**config.mk**
```make
export PLATFORM = sky130hd
export DESIGN_NAME = cfg_spi_loader
export DESIGN_NICKNAME = d
export VERILOG_FILES = /design/src/rtl/cfg_seq_pkg.sv /design/src/rtl/cfg_sync2.sv /design/src/rtl/cfg_countdown.sv /design/src/rtl/cfg_spi_byte_tx.sv /design/src/rtl/cfg_spi_loader.sv
export SDC_FILE = /design/constraint.sdc
export NUM_CORES = 1
export LEC_CHECK = 0
export BUFFER_PORTS_ARGS = -buffer_cell sky130_fd_sc_hd__buf_2
export CAP_MARGIN = 20
export CORE_MARGIN = 4
export CORE_UTILIZATION = 51
export DETAILED_ROUTE_END_ITERATION = 16
export GPL_TIMING_DRIVEN = 0
export HOLD_SLACK_MARGIN = 0.05
export MAX_ROUTING_LAYER = met4
export PLACE_DENSITY = 0.7
export SKIP_CTS_REPAIR_TIMING = 1
export SLEW_MARGIN = 15
export SYNTH_ARGS = -nofsm -noshare
export SYNTH_HDL_FRONTEND = slang
export SYNTH_HIERARCHICAL = 1
export SYNTH_SLANG_ARGS = --single-unit
```
**constraint.sdc**
```tcl
create_clock -name clk -period 3.9 [get_ports clk]
set_input_delay 0.39 -clock clk [delete_from_list [all_inputs] [get_ports clk]]
set_output_delay 0.39 -clock clk [all_outputs]
set_load 0.01 [all_outputs]
```
**src/rtl/cfg_seq_pkg.sv**
```systemverilog
package cfg_seq_pkg;
  typedef enum logic [3:0] {
    ST_IDLE,
    ST_RST,
    ST_RCHK,
    ST_HK,
    ST_GAP,
    ST_STREAM,
    ST_DCHK,
    ST_ACT,
    ST_OK,
    ST_ERR
  } seq_state_t;
endpackage

```
**src/rtl/cfg_sync2.sv**
```systemverilog
module cfg_sync2 #(
  parameter int STAGES = 2
) (
  input  logic clk,
  input  logic rst,
  input  logic d_i,
  output logic q_o
);
  logic [STAGES-1:0] chain_q;

  always_ff @(posedge clk) begin
    if (rst) chain_q <= '0;
    else     chain_q <= {chain_q[STAGES-2:0], d_i};
  end

  assign q_o = chain_q[STAGES-1];
endmodule

```
**src/rtl/cfg_countdown.sv**
```systemverilog
module cfg_countdown #(
  parameter int W = 8
) (
  input  logic         clk,
  input  logic         rst,
  input  logic         load_i,
  input  logic [W-1:0] value_i,
  output logic         zero_o
);
  logic [W-1:0] cnt_q;

  always_ff @(posedge clk) begin
    if (rst)                cnt_q <= '0;
    else if (load_i)        cnt_q <= value_i;
    else if (cnt_q != '0)   cnt_q <= cnt_q - 1'b1;
  end

  assign zero_o = (cnt_q == '0);


  hold_zero_chk: assert property (@(posedge clk) disable iff (rst)
    (cnt_q == '0 && !load_i) |=> (cnt_q == '0));
endmodule

```
**src/rtl/cfg_spi_byte_tx.sv**
```systemverilog
module cfg_spi_byte_tx #(
  parameter int HALF_DIV = 4
) (
  input  logic       clk,
  input  logic       rst,
  input  logic       load_i,
  input  logic [7:0] data_i,
  output logic       idle_o,
  output logic       sck_o,
  output logic       mosi_o
);
  localparam int DW = (HALF_DIV > 1) ? $clog2(HALF_DIV) : 1;
  localparam logic [DW-1:0] DIV_LAST = DW'(HALF_DIV - 1);

  logic          active_q;
  logic          sck_q;
  logic [DW-1:0] div_q;
  logic [2:0]    bit_q;
  logic [7:0]    sh_q;

  always_ff @(posedge clk) begin
    if (rst) begin
      active_q <= 1'b0;
      sck_q    <= 1'b0;
      div_q    <= '0;
      bit_q    <= '0;
      sh_q     <= '0;
    end else if (!active_q) begin
      if (load_i) begin
        active_q <= 1'b1;
        sh_q     <= data_i;
        div_q    <= '0;
        bit_q    <= '0;
        sck_q    <= 1'b0;
      end
    end else if (div_q == DIV_LAST) begin
      div_q <= '0;
      if (!sck_q) begin
        sck_q <= 1'b1;
      end else begin
        sck_q <= 1'b0;
        sh_q  <= {sh_q[6:0], 1'b0};
        bit_q <= bit_q + 3'd1;
        if (bit_q == 3'd7) active_q <= 1'b0;
      end
    end else begin
      div_q <= div_q + 1'b1;
    end
  end

  assign idle_o = !active_q;
  assign sck_o  = sck_q;
  assign mosi_o = sh_q[7];


  mosi_on_fall_chk: assert property (@(posedge clk) disable iff (rst)
    !$stable(sh_q[7]) |-> ($fell(sck_q) || $past(load_i)));

  sck_only_active_chk: assert property (@(posedge clk) disable iff (rst)
    sck_q |-> active_q);
endmodule

```
**src/rtl/cfg_spi_loader.sv**
```systemverilog
module cfg_spi_loader
  import cfg_seq_pkg::*;
#(
  parameter int CLK_HZ       = 100_000_000,
  parameter int HALF_DIV     = 4,
  parameter int RESET_US     = 1,
  parameter int HOUSEKEEP_US = 1200,
  parameter int CHK_CYC      = 3,
  parameter int ACT_BITS     = 49
) (
  input  logic       clk,
  input  logic       rst,
  input  logic       start_i,
  input  logic       partial_i,
  input  logic [7:0] s_data_i,
  input  logic       s_valid_i,
  input  logic       s_last_i,
  output logic       s_ready_o,
  input  logic       cdone_i,
  output logic       creset_n_o,
  output logic       cs_n_o,
  output logic       sck_o,
  output logic       mosi_o,
  output logic       busy_o,
  output logic       done_ok_o,
  output logic       error_o
);
  localparam int    CLK_MHZ   = CLK_HZ / 1_000_000;
  localparam int    RST_CYC   = CLK_MHZ * RESET_US;
  localparam int    HK_CYC    = CLK_MHZ * HOUSEKEEP_US;
  localparam int    MAX_CYC   = (HK_CYC > RST_CYC) ? HK_CYC : RST_CYC;
  localparam int    CW        = $clog2(MAX_CYC + 1);
  localparam int    ACT_BYTES = (ACT_BITS + 7) / 8;
  localparam int    AW        = $clog2(ACT_BYTES + 1);
  localparam longint SCK_HZ   = longint'(CLK_HZ) / (2 * HALF_DIV);

  if (SCK_HZ > 64'd25_000_000 || SCK_HZ < 64'd1_000_000) begin : g_bad_sck
    $error("cfg_spi_loader: SCK frequency outside 1..25 MHz");
  end

  seq_state_t    st_q, st_d;
  logic          cdone_s;
  logic          t_zero, t_load;
  logic [CW-1:0] t_val;
  logic          tx_idle, tx_load;
  logic [7:0]    tx_data;
  logic          last_seen_q;
  logic [AW-1:0] act_cnt_q;
  logic          take;

  cfg_sync2 #(.STAGES(2)) u_sync (
    .clk(clk), .rst(rst), .d_i(cdone_i), .q_o(cdone_s));

  cfg_countdown #(.W(CW)) u_timer (
    .clk(clk), .rst(rst), .load_i(t_load), .value_i(t_val), .zero_o(t_zero));

  cfg_spi_byte_tx #(.HALF_DIV(HALF_DIV)) u_tx (
    .clk(clk), .rst(rst), .load_i(tx_load), .data_i(tx_data),
    .idle_o(tx_idle), .sck_o(sck_o), .mosi_o(mosi_o));

  assign s_ready_o = (st_q == ST_STREAM) && tx_idle && !last_seen_q;
  assign take      = s_valid_i && s_ready_o;
  assign tx_load   = take ||
                     ((st_q == ST_ACT) && tx_idle && (act_cnt_q != AW'(ACT_BYTES)));
  assign tx_data   = (st_q == ST_ACT) ? 8'h00 : s_data_i;

  always_comb begin
    st_d = st_q;
    unique case (st_q)
      ST_IDLE:   if (start_i) st_d = partial_i ? ST_ERR : ST_RST;
      ST_RST:    if (t_zero) st_d = ST_RCHK;
      ST_RCHK:   if (t_zero) st_d = cdone_s ? ST_ERR : ST_HK;
      ST_HK:     if (t_zero) st_d = ST_GAP;
      ST_GAP:    st_d = ST_STREAM;
      ST_STREAM: if (tx_idle && last_seen_q) st_d = ST_DCHK;
      ST_DCHK:   if (t_zero) st_d = cdone_s ? ST_ACT : ST_ERR;
      ST_ACT:    if (tx_idle && act_cnt_q == AW'(ACT_BYTES)) st_d = ST_OK;
      ST_OK:     st_d = ST_IDLE;
      ST_ERR:    st_d = ST_IDLE;
      default:   st_d = ST_IDLE;
    endcase
  end

  always_comb begin
    t_load = (st_d != st_q);
    unique case (st_d)
      ST_RST:           t_val = CW'(RST_CYC);
      ST_HK:            t_val = CW'(HK_CYC);
      ST_RCHK, ST_DCHK: t_val = CW'(CHK_CYC);
      default:          t_val = '0;
    endcase
  end

  always_ff @(posedge clk) begin
    if (rst) begin
      st_q        <= ST_IDLE;
      last_seen_q <= 1'b0;
      act_cnt_q   <= '0;
      creset_n_o  <= 1'b1;
      cs_n_o      <= 1'b1;
      busy_o      <= 1'b0;
      done_ok_o   <= 1'b0;
      error_o     <= 1'b0;
    end else begin
      st_q       <= st_d;
      creset_n_o <= (st_d != ST_RST);
      cs_n_o     <= !(st_d inside {ST_RST, ST_RCHK, ST_HK, ST_STREAM, ST_DCHK, ST_ACT});
      busy_o     <= (st_d != ST_IDLE);
      done_ok_o  <= (st_d == ST_OK);
      error_o    <= (st_d == ST_ERR);
      if (st_q == ST_IDLE) begin
        last_seen_q <= 1'b0;
        act_cnt_q   <= '0;
      end else begin
        if (take && s_last_i) last_seen_q <= 1'b1;
        if (st_q == ST_ACT && tx_load) act_cnt_q <= act_cnt_q + 1'b1;
      end
    end
  end


  cs_with_reset_chk: assert property (@(posedge clk) disable iff (rst)
    !creset_n_o |-> !cs_n_o);

  ok_pulse_chk: assert property (@(posedge clk) disable iff (rst)
    done_ok_o |=> !done_ok_o);

  ok_err_excl_chk: assert property (@(posedge clk) disable iff (rst)
    !(done_ok_o && error_o));

  partial_refuse_chk: assert property (@(posedge clk) disable iff (rst)
    (start_i && partial_i && !busy_o) |=> (error_o && creset_n_o));

  one_byte_chk: assert property (@(posedge clk) disable iff (rst)
    (s_valid_i && s_ready_o) |=> !s_ready_o);

  start_ignored_chk: assert property (@(posedge clk) disable iff (rst)
    (busy_o && !done_ok_o && !error_o && start_i) |=> busy_o);
endmodule

```
==> impl_metrics.ini <==
[synth]
ys.flop_type = dfxtp_1
yosysWarnings = 6
ys_seq_area_share_pct = 37.0
synth_top_family_by_area = simple AND/OR/NAND/NOR gates
ys_ff_latch = 47
synthesis.area_sq_um = 2550
synth_xor_area_share_pct = 4.47
synthCells = 285
synthAdderAreaFrac_pct = 2.95
ys_async_sr_fraction_pct = 0
synth_area_per_cell_sq_um = 8.93
synth_compound_area_share_pct = 19.3
synthSimpleGateAreaFrac_pct = 29.2
synth_edf_count = 0
muxShareOfSynthArea_pct = 2.01
synth.distinct_cells = 69

[global_route]
antenna_found_initial = 0
grt_pass1_vias = 2023
grt_pass1_wl_mm = 9.09
grt.overflow.total = 0
grt_start_max_net_pins = 14
grt_util_all_layers_pct = 18.5

[pwr]
ir_drop_mv = 0.334
intPower_w = 0.00106
p_seq_share_pct = 37.3
comb_power_share_pct = 46.3
swShare_pct = 39.1
power.density_nw_per_um2 = 610
p_leak_nw = 1.11
clkPwrFrac_pct = 16.3
p_sw_w = 0.000680

[route]
drtAntennaViolNets = 0
drc = 0
finalWirelength_mm = 5.08
wire_per_inst_um = 13.1
drtIter0Drc = 102
route.vias.total = 2074
first_pass_iters = 4
viasPerCell = 5.35

[sta]
setup_violations = 0
finalHoldWorstSlack_ns = 0.305
min_period_ns = 3.47
slew_viol_final = 0
period_share_pct = 89.0
skew_ns = 0.00930
max_clock_freq_mhz = 288
hold_viol_final = 0
tns_ns = 0
grt_setup_unrepaired = false

[clocking]
cts_made_buffers = 5
insertion_delay_ns = 0.30
htreeDepth = 2
clockRootBuffer = clkbuf_8
cts.clk_slew.worst_paths_ns = 0.08
cts_buffer_depth = 2
cts_tree = done
clock_sinks = 47

[critical_path]
slowest_stage = a211o_2
crit_chain = inv_1, ha_1, nor4b_2, nand4b_1, or2_4, inv_2, nor2_1, a22o_1, a211o_2, xnor2_1, nand4_1, clkbuf_1, nor3_1, mux2i_1, o21ai_0
crit_required_ns = 4.07
slowest_delay_ns = 0.38
cp.arrival_ns = 3.64
path_max_fanout = 10
criticalPathCategory = reg -> reg
end_kind = flop
start_kind = flop

[job]
maxCapViolations = 0

[die]
dieArea_sq_um = 6190
die_h_um = 78.7
io_pins = 23
fp-row-count = 25
core_area_sq_um = 4790
dieWidth_um = 78.7
start_util_pct = 53.2

[finish]
synthToLayoutAreaGrowth_pct = 12.0
final_util_pct = 59.6
antennaDiodeCount = 0
nets = 341
layout_commonest_cell = dfxtp_1
final_layout_size_suffix_gt1_share_pct = 24.3
final_cells = 388
finalInstanceArea_sq_um = 2850
final_cell_mix = 47 x dfxtp_1, 27 x buf_2, 26 x nand2_1
fill_cells = 449

[worst_hold_path]
hp-class = in -> reg

[placed_design]
portBuffers = 22
dpl.hpwl_mm = 3.61
gp_congestion = 0.823
dp_cells = 380
post_dp_cell_area_sq_um = 2760

[outcome]
status = complete, no violations
==> cells by family after synthesis <==
| kind of cell | Yosys count |
|---|---|
| mux | 5 |
| fa+ha+maj | 6 |
| simple gates | 131 |
| compound gates | 61 |
| buf+inv | 21 |
| flops | 47 |
| xor+xnor | 13 |
| other cells | 1 |
==> cell type report <==
type | count | area [sq um] | share of cell area (%)
Buffer | 15 | 104 | 3.64
Clock buffer | 7 | 76.3 | 2.68
Clock inverter | 1 | 5.00 | 0.175
Inverter | 6 | 22.5 | 0.789
Multi-Input combinational cell | 223 | 1510 | 52.9
Sequential cell | 47 | 941 | 33.0
Tap cell | 67 | 83.8 | 2.94
Timing Repair Buffer | 22 | 110 | 3.86
==> layer usage <==
metal | wire length, um | up-vias | share of wire (%) | global-route usage, %
li1 | - | 1080 | - | -
met3 | 145 | 8 | 2.9 | 3.44
met2 | 2230 | 26 | 44 | 28.7
met1 | 2630 | 960 | 52 | 24.2
met5 | 0 | - | 0 | -
met4 | 73 | 0 | 1.4 | 6.29
==> worst max-delay path: cells and delay by family, from the launching register on <==
kind                     cells  cell delay (ns)
flip-flops                   1             0.34
multiplexers                 1             0.14
adder cells (fa/ha/maj)      1             0.22
AND/OR/NAND/NOR              6             1.26
XOR/XNOR                     1             0.14
buffers and inverters        3             0.58
AO/OA/AOI/OAI                3             0.65
==> stage by stage <==
stage                     total power, W  setup WS [ns]
final                            0.00174          0.429
after global routing             0.00188         0.0983
after CTS                        0.00175          0.303
after detailed placement         0.00145          0.338
after global placement           0.00145          0.303
after floorplan                  0.00129          0.880
==> flip-flops by register name, summed over array words and instances (netlist names), 2 cells and up <==
name / flops
u_tx/div_q: 2
u_tx/sh_q: 8
st_q: 4
u_tx/bit_q: 3
u_sync/chain_q: 2
u_timer/cnt_q: 17
act_cnt_q: 3
==> cell usage after synthesis, drive strengths merged (3+ instances only) <==
master	count	area share, %
a22oi	9	4.0
clkbuf	3	0.44
nand2b	3	0.74
xor2	3	1.0
nand2	27	4.3
or2	4	1.1
nor4	6	1.7
inv	6	0.88
dfxtp	47	37
nor3	12	2.6
nor2	25	3.7
nand3	13	2.6
a211oi	5	1.7
or3	4	1.2
and2	3	0.93
buf	12	3.6
ha	6	2.9
mux2i	4	1.6
o21ai	11	2.3
a21oi	19	4.9
xnor2	10	3.4
nor2b	16	3.9
nor3b	3	1.1
a211o	3	1.1
==> power by group through the flow <==
stage	combinational (W)	clock (W)	sequential (W)
floorplan	0.000645	0	0.000648
global placement	0.000793	0	0.000655
detailed placement	0.000795	0	0.000656
CTS	0.000802	0.000296	0.000648
global route	0.000902	0.000316	0.000665
finish	0.000806	0.000284	0.000649
==> path summary, 6_finish.rpt <==
path / start / endpoint / slack (ns) / cells after the start
min reg2reg: u_sync/chain_q[0] / u_sync/chain_q[1] / 0.45 / 1
max: u_timer/cnt_q[0] / u_timer/cnt_q[0] / 0.43 / 15
max reg2reg: u_timer/cnt_q[0] / u_timer/cnt_q[0] / 0.43 / 15
min: cdone_i / u_sync/chain_q[0] / 0.30 / 2
Note: power is estimated with default switching activity, not from simulation.
